--- config.mk ---
export PLATFORM = sky130hd
export DESIGN_NAME = opstream_unit
export DESIGN_NICKNAME = d
export VERILOG_FILES = /design/src/rtl/osu_pkg.sv /design/src/rtl/osu_pingpong.sv /design/src/rtl/osu_resbuf.sv /design/src/rtl/opstream_unit.sv
export SDC_FILE = /design/constraint.sdc
export NUM_CORES = 1
export LEC_CHECK = 0
export ABC_AREA = 1
export ABC_CLOCK_PERIOD_IN_PS = 6100
export BUFFER_PORTS_ARGS = -buffer_cell sky130_fd_sc_hd__buf_2
export CAP_MARGIN = 20
export CORE_UTILIZATION = 25
export DETAILED_ROUTE_END_ITERATION = 12
export PLACE_DENSITY = 0.42
export SKIP_LAST_GASP = 1
export SYNTH_ARGS = -nofsm -noshare
export SYNTH_HDL_FRONTEND = slang
export SYNTH_SLANG_ARGS = --single-unit
--- constraint.sdc ---
create_clock -name clk -period 6.1 [get_ports clk]
set_input_delay 0.305 -clock clk [delete_from_list [all_inputs] [get_ports clk]]
set_output_delay 0.305 -clock clk [all_outputs]
set_load 0.1 [all_outputs]
--- src/rtl/osu_pkg.sv ---
package osu_pkg;
  typedef enum logic {SEL_X = 1'b0, SEL_Y = 1'b1} osu_sel_e;

  function automatic int idx_width(input int depth);
    return (depth > 1) ? $clog2(depth) : 1;
  endfunction
endpackage

--- src/rtl/osu_pingpong.sv ---
module osu_pingpong #(
  parameter int DW  = 16,
  parameter int OCT = 8
) (
  input  logic              clk,
  input  logic              rst,
  input  logic              wr_en,
  input  logic [DW-1:0]     wr_data,
  output logic              wr_ok,
  input  logic              fwd_en,
  input  logic [OCT*DW-1:0] fwd_data,
  output logic              fwd_ok,
  input  logic              rd_en,
  output logic              rd_ok,
  output logic [DW-1:0]     rd_data
);
  localparam int IW = osu_pkg::idx_width(OCT);
  localparam logic [IW-1:0] LAST = IW'(OCT - 1);

  logic [DW-1:0] mem [2][OCT];
  logic [1:0]    full;
  logic          fh, rh;
  logic [IW-1:0] fidx, ridx;

  // storage: no reset, written by fill or by whole-octet copy
  always_ff @(posedge clk) begin
    if (fwd_en) begin
      for (int i = 0; i < OCT; i++) mem[fh][i] <= fwd_data[i*DW +: DW];
    end else if (wr_en) begin
      mem[fh][fidx] <= wr_data;
    end
  end

  always_ff @(posedge clk) begin
    if (rst) begin
      full <= '0; fh <= 1'b0; rh <= 1'b0; fidx <= '0; ridx <= '0;
    end else begin
      if (fwd_en) begin
        full[fh] <= 1'b1;
        fh       <= ~fh;
      end else if (wr_en) begin
        if (fidx == LAST) begin
          fidx     <= '0;
          full[fh] <= 1'b1;
          fh       <= ~fh;
        end else begin
          fidx <= fidx + 1'b1;
        end
      end
      if (rd_en) begin
        if (ridx == LAST) begin
          ridx     <= '0;
          full[rh] <= 1'b0;
          rh       <= ~rh;
        end else begin
          ridx <= ridx + 1'b1;
        end
      end
    end
  end

  assign wr_ok   = !full[fh];
  assign fwd_ok  = !full[fh] && (fidx == '0);
  assign rd_ok   = full[rh];
  assign rd_data = mem[rh][ridx];

  a_r4_no_overflow: assert property (@(posedge clk) disable iff (rst)
    (wr_en || fwd_en) |-> !full[fh]);
  a_r3_no_underflow: assert property (@(posedge clk) disable iff (rst)
    rd_en |-> full[rh]);
  a_r9_copy_into_clean_half: assert property (@(posedge clk) disable iff (rst)
    fwd_en |-> (fidx == '0) && !wr_en);
endmodule

--- src/rtl/osu_resbuf.sv ---
module osu_resbuf #(
  parameter int DW  = 16,
  parameter int OCT = 8
) (
  input  logic              clk,
  input  logic              rst,
  input  logic              res_en,
  input  logic [DW-1:0]     res_data,
  output logic              res_ok,
  input  logic              wb_en,
  output logic              wb_ok,
  output logic [DW-1:0]     wb_data,
  input  logic              fwd_en,
  output logic              fwd_avail,
  output logic [OCT*DW-1:0] fwd_data
);
  localparam int IW = osu_pkg::idx_width(OCT);
  localparam logic [IW-1:0] LAST = IW'(OCT - 1);

  logic [DW-1:0] mem [2][OCT];
  logic [1:0]    zfull;
  logic          zw, zd;
  logic [IW-1:0] widx, didx;

  always_ff @(posedge clk) begin
    if (res_en) mem[zw][widx] <= res_data;
  end

  always_ff @(posedge clk) begin
    if (rst) begin
      zfull <= '0; zw <= 1'b0; zd <= 1'b0; widx <= '0; didx <= '0;
    end else begin
      if (res_en) begin
        if (widx == LAST) begin
          widx      <= '0;
          zfull[zw] <= 1'b1;
          zw        <= ~zw;
        end else begin
          widx <= widx + 1'b1;
        end
      end
      if (fwd_en && didx == '0) begin
        zfull[zd] <= 1'b0;              // copied, nothing left to write
        zd        <= ~zd;
      end else if (wb_en) begin
        if (didx == LAST) begin
          didx      <= '0;
          zfull[zd] <= 1'b0;
          zd        <= ~zd;
        end else begin
          didx <= didx + 1'b1;
        end
      end
    end
  end

  assign res_ok    = !zfull[zw];
  assign wb_ok     = zfull[zd];
  assign wb_data   = mem[zd][didx];
  assign fwd_avail = zfull[zd];

  for (genvar g = 0; g < OCT; g++) begin : g_flat
    assign fwd_data[g*DW +: DW] = mem[zd][g];
  end

  a_r6_no_overrun: assert property (@(posedge clk) disable iff (rst)
    res_en |-> !zfull[zw]);
  a_r7_release_on_copy: assert property (@(posedge clk) disable iff (rst)
    (fwd_en && didx == '0) |=> zd != $past(zd));
  a_r8_keep_draining: assert property (@(posedge clk) disable iff (rst)
    (fwd_en && didx != '0) |=> $stable(zd) && zfull[zd]);
endmodule

--- src/rtl/opstream_unit.sv ---
module opstream_unit #(
  parameter int DW  = 16,
  parameter int OCT = 8
) (
  input  logic          clk,
  input  logic          rst,
  input  logic          in_valid,
  input  logic          in_sel,
  input  logic [DW-1:0] in_data,
  output logic          in_ready,
  output logic          op_valid,
  input  logic          op_ready,
  output logic [DW-1:0] op_x,
  output logic [DW-1:0] op_y,
  input  logic          res_valid,
  input  logic [DW-1:0] res_data,
  output logic          res_ready,
  output logic          wb_valid,
  input  logic          wb_ready,
  output logic [DW-1:0] wb_data,
  input  logic          fwd_req,
  input  logic          fwd_dst,
  output logic          fwd_ready
);
  import osu_pkg::*;

  localparam int NB = 2;   // input buffers: X and Y

  logic [OCT*DW-1:0] z_oct;
  logic              z_avail, z_wb_ok;
  logic              fwd_go, rd_go;
  logic [NB-1:0]     wr_ok, fwd_ok, rd_ok;
  logic [DW-1:0]     rd_data [NB];

  assign rd_go = op_valid && op_ready;

  for (genvar b = 0; b < NB; b++) begin : g_in
    osu_pingpong #(.DW(DW), .OCT(OCT)) u_buf (
      .clk      (clk),
      .rst      (rst),
      .wr_en    (in_valid && in_ready && (in_sel == b[0])),
      .wr_data  (in_data),
      .wr_ok    (wr_ok[b]),
      .fwd_en   (fwd_go && (fwd_dst == b[0])),
      .fwd_data (z_oct),
      .fwd_ok   (fwd_ok[b]),
      .rd_en    (rd_go),
      .rd_ok    (rd_ok[b]),
      .rd_data  (rd_data[b])
    );
  end

  osu_resbuf #(.DW(DW), .OCT(OCT)) u_z (
    .clk       (clk),
    .rst       (rst),
    .res_en    (res_valid && res_ready),
    .res_data  (res_data),
    .res_ok    (res_ready),
    .wb_en     (wb_valid && wb_ready),
    .wb_ok     (z_wb_ok),
    .wb_data   (wb_data),
    .fwd_en    (fwd_go),
    .fwd_avail (z_avail),
    .fwd_data  (z_oct)
  );

  assign fwd_ready = z_avail && fwd_ok[fwd_dst];
  assign fwd_go    = fwd_req && fwd_ready;
  assign in_ready  = wr_ok[in_sel] && !fwd_req;
  assign wb_valid  = z_wb_ok && !fwd_req;
  assign op_valid  = rd_ok[SEL_X] && rd_ok[SEL_Y];
  assign op_x      = rd_data[SEL_X];
  assign op_y      = rd_data[SEL_Y];

  a_r5_wb_hold: assert property (@(posedge clk) disable iff (rst)
    (wb_valid && !wb_ready && !fwd_req) |=> (wb_valid || fwd_req) && $stable(wb_data));
  a_r2_op_hold: assert property (@(posedge clk) disable iff (rst)
    (op_valid && !op_ready && !fwd_req) |=> op_valid && $stable(op_x) && $stable(op_y));
  a_r10_no_wb_during_fwd: assert property (@(posedge clk) disable iff (rst)
    fwd_req |-> !wb_valid && !in_ready);
endmodule

-- Word-level counts from Yosys, hierarchy flattened
Memory sizes are Yosys's and may differ from the RTL's. A register that Yosys moved wholly into a read port is not among the register bits.
Index checks and enable logic that the tools add are counted.
- bits in registers: 30
- bits in writable memories: 768
- bits of input ports: 41
- output and inout port bits: 53
- memories: 3
- $add $sub $neg: 6
- $lt $le $gt $ge: 23
- equal/unequal tests: 6
- multiplexer cells: 350
- bitwise gates (word level): 282
- reductions and logical operators: 47
- memory list (name ; depth ; width ; rd ports ; clocked after Yosys merged registers in ; write ports ; RTL line ; source):
    g_in[0].u_buf.mem ; 2 ; 128 ; 1 ; 1 ; 1 ; osu_pingpong.sv:20 ; logic [DW-1:0] mem [2][OCT];
    g_in[1].u_buf.mem ; 2 ; 128 ; 1 ; 1 ; 1 ; osu_pingpong.sv:20 ;
    u_z.mem ; 2 ; 128 ; 1 ; 1 ; 1 ; osu_resbuf.sv:20 ; logic [DW-1:0] mem [2][OCT];
- operators by type and width (operator ; number):
    $mux 128 ; 3
    $mux 1 ; 302
    $or 1x1->1 ; 256
    $bmux 16 s3 ; 3
    $demux 16 s3 ; 3
    $mux 16 ; 9
    $mux 2 ; 18
    $logic_and 1x1->1 ; 25
    $ge 4x4->1 const B ; 6
    $not 3->4 ; 6
    $add 3x1->3 const B ; 6
    $eq 3x3->1 const B ; 6
    $mux 3 ; 6
    $reduce_and 2->1 ; 9
    $lt 1x2->1 const B ; 8
    $lt 4x1->1 const B ; 3
    $reduce_bool 2->1 ; 6
    $not 1->1 ; 11
    $logic_not 3->1 ; 3
    $and 2x2->2 ; 3
    $demux 1 s1 ; 6
    $ge 1x1->1 const B ; 6
    $not 2->2 ; 3
    $or 2x2->2 ; 3
    $logic_not 1->1 ; 4

-- Longest topological paths before layout
Gate-level depths: netlist of the first run.
- depth after elaboration: 14
- depth in mapped cells: 11

-- Modules after synthesis
A second synthesis of the first run with hierarchy kept.
- cells, all modules: 3937
- area, all modules: 37871.3 um2
- modules (own cells, without submodules) (module ; times used ; cells each ; area each (um2)):
    osu_pingpong at g_in[1].u_buf ; 1 ; 1423 ; 13285.2
    osu_pingpong at g_in[0].u_buf ; 1 ; 1423 ; 13032.5
    osu_resbuf ; 1 ; 1062 ; 11432.2
    opstream_unit ; 1 ; 29 ; 121.4

-- Worst setup path after synthesis of the first run
Ideal clock, no wire load.
- kind: reg-to-reg
- start: reg u_z.zw
- end: mem u_z.mem[0][100] (netlist bit) (enable)
- library setup time: 0.409 ns
- arrival time: 4.555 ns
- required time: 5.691 ns
- slack: 1.136 ns
- stages on the path, launching flop included: 6
- cell sequence: dfxtp_1 o21ai_0 nand2_1 nor2_1 inv_1 nor3_1
- cells in the longest elaborated chain, start to end: 6
- ends and longest elaborated chain (element ; RTL line ; source):
    start: declaration ; osu_resbuf.sv:22 ; logic zw, zd;
    start signal: assignment ; osu_resbuf.sv:37 ; zw <= ~zw;
    $mux 1 (implied by the code) (2 in a row) ; osu_resbuf.sv:57 ; assign res_ok = !zfull[zw];
    $logic_not 1->1 ; osu_resbuf.sv:57 ;
    named net res_ready ; opstream_unit.sv:17 ; output logic res_ready,
    $logic_and 1x1->1 ; opstream_unit.sv:56 ; .res_en (res_valid && res_ready),
    $mux 1 ; osu_resbuf.sv:26 ; if (res_en) mem[zw][widx] <= res_data;
    $mux 128 (implied by the code) ; osu_resbuf.sv:26 ;
    end: declaration ; osu_resbuf.sv:20 ;
The timed path passes the listed nets, and every way through them passes these cells. The select of a mux whose other input is x is not followed.

==> results.sh, run 1 <==
export IMPL_tritoncts_num_buffers=90
export IMPL_core_sq_um=139900
export IMPL_post_route_period_util=0.7466
export IMPL_gr_usage_all_layers=0.2084
export IMPL_dp_slack_ns=2.325
export IMPL_worst_slew_pin_slew_ns=1.218
export IMPL_syn_cell_area_sq_um=35370
export IMPL_mappedNetlistNets=3233
export IMPL_io_buffer_count=93
export IMPL_place_hpwl_um=110600
export IMPL_cellInternalPower_mw=9.091
export IMPL_gpl_congestion=1.016
export IMPL_power_density_nw_per_um2=291.8
export IMPL_worstSkewPairLatency_ns=0.69
export IMPL_clkPwrFrac=0.438
export IMPL_post_cts_hold_buffer_count=1
export IMPL_grt_max_degree=87
export IMPL_drt_iter0_markers=3580
export IMPL_via_count=25550
export IMPL_setup_worst_path_start_class="flip-flop"
export IMPL_pin_count=94
export IMPL_detail_route_first_pass_iterations=6
export IMPL_endpoint_kind="output port"
export IMPL_period_needed_ns=4.554
export IMPL_most_area_hungry_cell_type_in_the_yosys_netlist="sky130_fd_sc_hd__edfxtp_1"
export IMPL_die_y_um=378.2
export IMPL_postSynthRegisterBits=801
export IMPL_synth_avg_cell_area_sq_um=11.13
export IMPL_ys_flop_type="sky130_fd_sc_hd__edfxtp_1"
export IMPL_tritoncts_clock_tree="built"
export IMPL_num_fill_cells=14530
export IMPL_p_sw_mw=2.830
export IMPL_die_w_um=378.2
export IMPL_final_max_slew_violation_count=0
export IMPL_irDropWorstVdd_uv=173.5
export IMPL_routed_wl_um=151600
export IMPL_synth_lib_cells_used_distinct=33
export IMPL_remaining_drc_errors=0
export IMPL_cts_root_buf="sky130_fd_sc_hd__clkbuf_16"
export IMPL_grt_setup_unrepaired="false"
export IMPL_clock_path_buffers=3
export IMPL_timing_critical_path_required_ns=5.79
export IMPL_post_drt_wl_per_cell_um=29.34
export IMPL_warnings_synthesis=0
export IMPL_report_final_hold_viol_count=0
export IMPL_area_sequential_sq_um=23740
export IMPL_power_sequential_fraction=0.509
export IMPL_synth_common_cells="768 x sky130_fd_sc_hd__edfxtp_1, 744 x sky130_fd_sc_hd__nand2_1, 311 x sky130_fd_sc_hd__o21ai_0"
export IMPL_path_class="reg -> out"
export IMPL_final_layout_size_suffix_gt1_frac=0.1065
export IMPL_h_tree_depth=3
export IMPL_floorplan_initialDensity=0.2529
export IMPL_number_of_setup_violations_in_the_final_report=0
export IMPL_worst_path_maximum_fanout=52
export IMPL_combPwrFrac=0.053
export IMPL_fin_skew_ns=0.03312
export IMPL_number_of_global_route_vias_before_repair=23150
export IMPL_yosys_top_cells_area="sky130_fd_sc_hd__edfxtp_1 65%, sky130_fd_sc_hd__nand2_1 7.9%, sky130_fd_sc_hd__o21ai_0 4.4%"
export IMPL_total_power_mw=11.92
export IMPL_hp_class="in -> reg"
export IMPL_cts_repair_resized=0
export IMPL_rows=137
export IMPL_clock_pin_slew_on_the_worst_setup_and_hold_paths_ns=0.06
export IMPL_num_nets_final=3269
export IMPL_cts_setup_buffers=0
export IMPL_grt_first_pass_wirelength_um=201700
export IMPL_ant_nets=0
export IMPL_numClockSinks=801
export IMPL_fmax_mhz=219.6
export IMPL_synth_edff_count=768
export IMPL_timing_setup_tns_ns=0
export IMPL_multi_input_area_sq_um=10010
export IMPL_viasPerCell=4.946
export IMPL_outcome="completed"
export IMPL_synth_top_cell_area_share=0.6520
export IMPL_worst_rel_slew_slack=0.1793
export IMPL_globalRoute_totalOverflow=0
export IMPL_synth_seq_area_share=0.6706
export IMPL_area_growth_synth_to_final_pct=15.51
export IMPL_max_cap_viols=0
export IMPL_critical_path_arrival_ns=4.25
export IMPL_antenna_found_initial=14
export IMPL_p_sw_frac=0.2374
export IMPL_timing_final_ws_setup_ns=1.546
export IMPL_hold_ws_ns=0.06850
export IMPL_dieArea_sq_um=143000
export IMPL_netlist_instances=3177
export IMPL_leakage_nw=14.15
export IMPL_leading_cell_type_by_number_of_instances_after_synthesis="sky130_fd_sc_hd__edfxtp_1"
export IMPL_ys_async_sr_fraction=0
kinds of logic (layout without fill, tap and decap cells):
| family | count (synthesis) | in the layout | share of synthesized area |
|---|---|---|---|
| simple gates | 894 | 894 | 0.1007 |
| mux | 128 | 128 | 0.03622 |
| other cells | 0 | 3 | 0 |
| compound gates | 877 | 877 | 0.1356 |
| fa+ha+maj | 15 | 15 | 0.005306 |
| buf+inv | 462 | 571 | 0.05150 |
| flops | 801 | 801 | 0.6706 |
cells in the final DEF, fill, tap and decap left out, drive strengths merged:
master / instances
edfxtp: 768
nand2: 753
o21ai: 494
inv: 251
a21oi: 214
o211ai: 152
buf: 151
clkbuf: 133
mux2i: 128
nor2: 60
nand3: 48
dfxtp: 33
clkinv: 32
nor3: 20
ha: 15
and2: 8
a31oi: 7
o22ai: 5
a211oi: 5
nand4: 4
diode: 3
bufinv: 2
or2: 1
clkinvlp: 1
dlygate4sd3: 1
critical path, cell delays in order (launching register included):
cell and delay [ns]:
sky130_fd_sc_hd__dfxtp_4 0.50, sky130_fd_sc_hd__inv_4 0.57, sky130_fd_sc_hd__buf_4 0.59, sky130_fd_sc_hd__nand2_1 0.10, sky130_fd_sc_hd__nand2_1 0.12, sky130_fd_sc_hd__inv_1 0.11, sky130_fd_sc_hd__nand2_1 0.08, sky130_fd_sc_hd__o211ai_1 0.12
sky130_fd_sc_hd__a31oi_1 0.74, sky130_fd_sc_hd__buf_2 0.56
area by class of cell:
type / instances / share of cell area
inverters: 254 / 0.02349
clock inverters: 32 / 0.005787
clock buffers: 133 / 0.06189
repair buffers: 152 / 0.02514
diodes: 3 / 0.0001837
multi-input cells: 1914 / 0.2451
flip-flops and latches: 801 / 0.5810
well taps: 1876 / 0.05745
worst paths after layout:
check,startpoint,to,slack (ns),depth (start not counted)
worst max-delay path,flip-flop,wb_data[11],1.55,9
worst min-delay path,res_data[6],u_z.mem[0][54],0.07,1
worst max register to register,g_in[1].u_buf.fh,g_in[1].u_buf.mem[0][62],2.20,8
worst min register to register,g_in[1].u_buf.full[1],g_in[1].u_buf.full[1],0.48,2
power by group through the flow:
stage / Clock [mW] / Combinational (mW) / Sequential (mW)
floorplan: 0 / 0.299 / 6.17
detailed placement: 0 / 0.619 / 6.18
CTS: 5.30 / 0.620 / 6.06
global placement: 0 / 0.620 / 6.18
global route: 5.49 / 0.646 / 6.06
finish: 5.23 / 0.633 / 6.06
registers in the layout (all words and copies together), names as in the netlist, 3 cells and up, named ones only:
name             count
g_in.u_buf.fidx      6
g_in.u_buf.mem     512
u_z.didx             3
g_in.u_buf.full      4
u_z.widx             3
g_in.u_buf.ridx      6
u_z.mem            256
stage by stage:
stage / utilization / cell area [sq um] / instances
final: 0.2921 / 40860 / 5165
after global routing: 0.2921 / 40850 / 5162
after CTS: 0.2915 / 40780 / 5157
after detailed placement: 0.2717 / 38000 / 4991
after global placement: 0.2709 / 37890 / 4983
after floorplan: - / 35370 / 3177
metal layers:
layer,vias to the layer above,wire length (um),share of wire,global-route usage
li1,11340,-,-,-
met1,12730,66690,0.44,0.2945
met2,1228,66500,0.44,0.3151
met3,230,12960,0.086,0.04224
met4,14,5228,0.034,0.07150
met5,-,166,0.0011,0
No activity file was read; power rests on OpenSTA's default activity.
==> inputs of run 2 (changes only) <==
Settings changed: ABC_CLOCK_PERIOD_IN_PS 6100 to 4000, PLACE_DENSITY 0.42 to 0.43.
Clock period 6.1 ns to 4 ns, I/O delays scaled along.
==> results.sh, run 2 (synthesized netlist as in run 1, its figures left out) <==
export IMPL_outcome="completed"
export IMPL_clkPwrFrac=0.451
export IMPL_worst_hold_startpoint="res_valid"
export IMPL_commonest_non_fill_non_tap_cells_in_the_layout="768 x sky130_fd_sc_hd__edfxtp_1, 744 x sky130_fd_sc_hd__nand2_1, 310 x sky130_fd_sc_hd__o21ai_0, 235 x sky130_fd_sc_hd__inv_1, 183 x sky130_fd_sc_hd__o21ai_1"
export IMPL_gr_usage_all_layers=0.1941
export IMPL_globalRoute_totalOverflow=0
export IMPL_worst_slew_pin_slew_ns=1.101
export IMPL_post_route_period_util=0.9509
export IMPL_cellInternalPower_mw=14.24
export IMPL_pin_count=94
export IMPL_post_place_cells=5056
export IMPL_finish_cell_count_without_fillers=5244
export IMPL_cts_setup_buffers=0
export IMPL_endpoint_kind="output port"
export IMPL_fin_skew_ns=0.02695
export IMPL_antenna_found_initial=14
export IMPL_via_count=25200
export IMPL_tritoncts_num_buffers=94
export IMPL_critical_path_arrival_ns=3.60
export IMPL_worstSkewPairLatency_ns=0.68
export IMPL_power_density_nw_per_um2=445.8
export IMPL_die_y_um=378.2
export IMPL_num_nets_final=3345
export IMPL_path_class="reg -> out"
export IMPL_die_w_um=378.2
export IMPL_worst_path_maximum_fanout=28
export IMPL_max_cap_viols=0
export IMPL_remaining_drc_errors=0
export IMPL_regToRegSetupSlack_ns=0.87
export IMPL_hold_end="u_z.widx[2]"
export IMPL_reg_top3="g_in.u_buf.mem: 512 flops, u_z.mem: 256 flops"
export IMPL_clock_pin_slew_on_the_worst_setup_and_hold_paths_ns=0.06
export IMPL_grt_setup_unrepaired="false"
export IMPL_timing_final_ws_setup_ns=0.1963
export IMPL_layout_commonest_cell="sky130_fd_sc_hd__edfxtp_1"
export IMPL_area_sequential_sq_um=23740
export IMPL_setup_worst_path_start_class="flip-flop"
export IMPL_number_of_global_route_vias_before_repair=23240
export IMPL_routed_wl_um=140700
export IMPL_area_growth_synth_to_final_pct=18.03
export IMPL_hold_path_depth=3
export IMPL_number_of_setup_violations_in_the_final_report=0
export IMPL_worstReg2RegStart="g_in[1].u_buf.fh"
export IMPL_worst_rel_slew_slack=0.2651
export IMPL_combPwrFrac=0.052
export IMPL_final_max_slew_violation_count=0
export IMPL_multi_input_area_sq_um=10020
export IMPL_timing_critical_path_required_ns=3.80
export IMPL_place_hpwl_um=102000
export IMPL_largest_register_ffs=512
export IMPL_tritoncts_clock_tree="built"
export IMPL_clock_path_buffers=3
export IMPL_final_layout_size_suffix_gt1_frac=0.1304
export IMPL_irDropWorstVdd_uv=274.8
export IMPL_ant_nets=0
export IMPL_h_tree_depth=3
export IMPL_num_fill_cells=14490
export IMPL_post_drt_wl_per_cell_um=26.84
export IMPL_p_sw_mw=4.372
export IMPL_cts_root_buf="sky130_fd_sc_hd__clkbuf_16"
export IMPL_viasPerCell=4.805
export IMPL_report_final_hold_viol_count=0
export IMPL_gpl_congestion=0.9003
export IMPL_numClockSinks=801
export IMPL_power_sequential_fraction=0.497
export IMPL_reg2regPathDepth=7
export IMPL_grt_max_degree=80
export IMPL_timing_rr_end="g_in[1].u_buf.mem[0][32]"
export IMPL_leakage_nw=14.68
export IMPL_detail_route_first_pass_iterations=5
export IMPL_timing_setup_tns_ns=0
export IMPL_dp_slack_ns=0.9512
export IMPL_rows=137
export IMPL_fmax_mhz=262.9
export IMPL_core_sq_um=139900
export IMPL_hp_class="in -> reg"
export IMPL_period_needed_ns=3.804
export IMPL_floorplan_initialDensity=0.2529
export IMPL_io_buffer_count=93
export IMPL_dieArea_sq_um=143000
export IMPL_cts_repair_resized=0
export IMPL_registers_top_by_ff_count="g_in.u_buf.mem"
export IMPL_grt_first_pass_wirelength_um=190700
export IMPL_total_power_mw=18.61
export IMPL_drt_iter0_markers=3011
export IMPL_p_sw_frac=0.2349
[run 2: cell count changes in the layout (fill, tap and decap cells not counted), moves of 3 or more]
cell,change
sky130_fd_sc_hd__buf_16,+3
sky130_fd_sc_hd__buf_12,+9
sky130_fd_sc_hd__clkbuf_8,+4
sky130_fd_sc_hd__dlygate4sd3_1,+10
sky130_fd_sc_hd__clkbuf_1,-13
sky130_fd_sc_hd__buf_8,-9
sky130_fd_sc_hd__clkinv_2,+11
sky130_fd_sc_hd__bufinv_16,+4
sky130_fd_sc_hd__buf_4,+60
sky130_fd_sc_hd__clkinv_1,-3
[run 2: repair_timing]
item	CTS	global route
hold endpoints to repair	124	0
setup endpoints to repair	0	0
hold buffers	11	0
[run 2: stage by stage]
stage            util  cell area (sq um)  hold slack, ns
2_1_floorplan       -              35380          0.2691
3_3_place_gp   0.2754              38520          0.4671
3_5_place_dp   0.2760              38600          0.4715
4_1_cts        0.2981              41700        0.001206
5_1_grt        0.2985              41750        0.006368
6_report       0.2985              41750         0.01139
[run 2: power by group through the flow]
stage          Sequential, mW  Combinational (mW)  Clock [mW]
2_1_floorplan            9.42               0.456           0
3_3_place_gp             9.42               0.938           0
6_report                 9.24               0.972        8.40
4_1_cts                  9.24               0.960        8.56
5_1_grt                  9.24                1.00        8.84
3_5_place_dp             9.42               0.950           0
[run 2: final cells by class]
| cell class | count | area share |
|---|---|---|
| sequential | 801 | 0.5686 |
| clock inverter | 50 | 0.01088 |
| clock buffer | 124 | 0.06071 |
| multi-input combinational | 1914 | 0.2400 |
| antenna | 1 | 0.00005994 |
| tap | 1876 | 0.05622 |
| inverter | 254 | 0.02299 |
| timing repair buffer | 224 | 0.04058 |
[run 2: worst max-delay path, stage by stage, from the launching register on]
cell and delay [ns]:
sky130_fd_sc_hd__dfxtp_4 0.37, sky130_fd_sc_hd__inv_4 0.26, sky130_fd_sc_hd__buf_12 0.24, sky130_fd_sc_hd__nand2_1 0.08, sky130_fd_sc_hd__nand2_1 0.16, sky130_fd_sc_hd__inv_1 0.11
sky130_fd_sc_hd__nand2_1 0.07, sky130_fd_sc_hd__o211ai_1 0.09, sky130_fd_sc_hd__nand2_1 0.16, sky130_fd_sc_hd__nor2_1 0.10, sky130_fd_sc_hd__a31oi_1 0.71, sky130_fd_sc_hd__buf_2 0.57
[run 2: how the worst max path moves through the flow]
stage | startpoint | endpoint | cells after the start
after detailed placement | g_in[1].u_buf.fh | g_in[1].u_buf.mem[0][42] | 7
after CTS | flip-flop | wb_data[14] | 11
after global routing | flip-flop | wb_data[14] | 11
after global placement | flip-flop | wb_data[14] | 11
after floorplan | g_in[0].u_buf.fh | g_in[0].u_buf.mem[1][0] | 10
final | flip-flop | wb_data[14] | 11
[run 2: layer usage]
metal | up-vias | global-route usage | share of wire
li1 | 11510 | - | -
met1 | 12550 | 0.2648 | 0.44
met2 | 951 | 0.3170 | 0.47
met3 | 182 | 0.03193 | 0.067
met4 | 8 | 0.05210 | 0.026
met5 | - | 0 | 0.00039
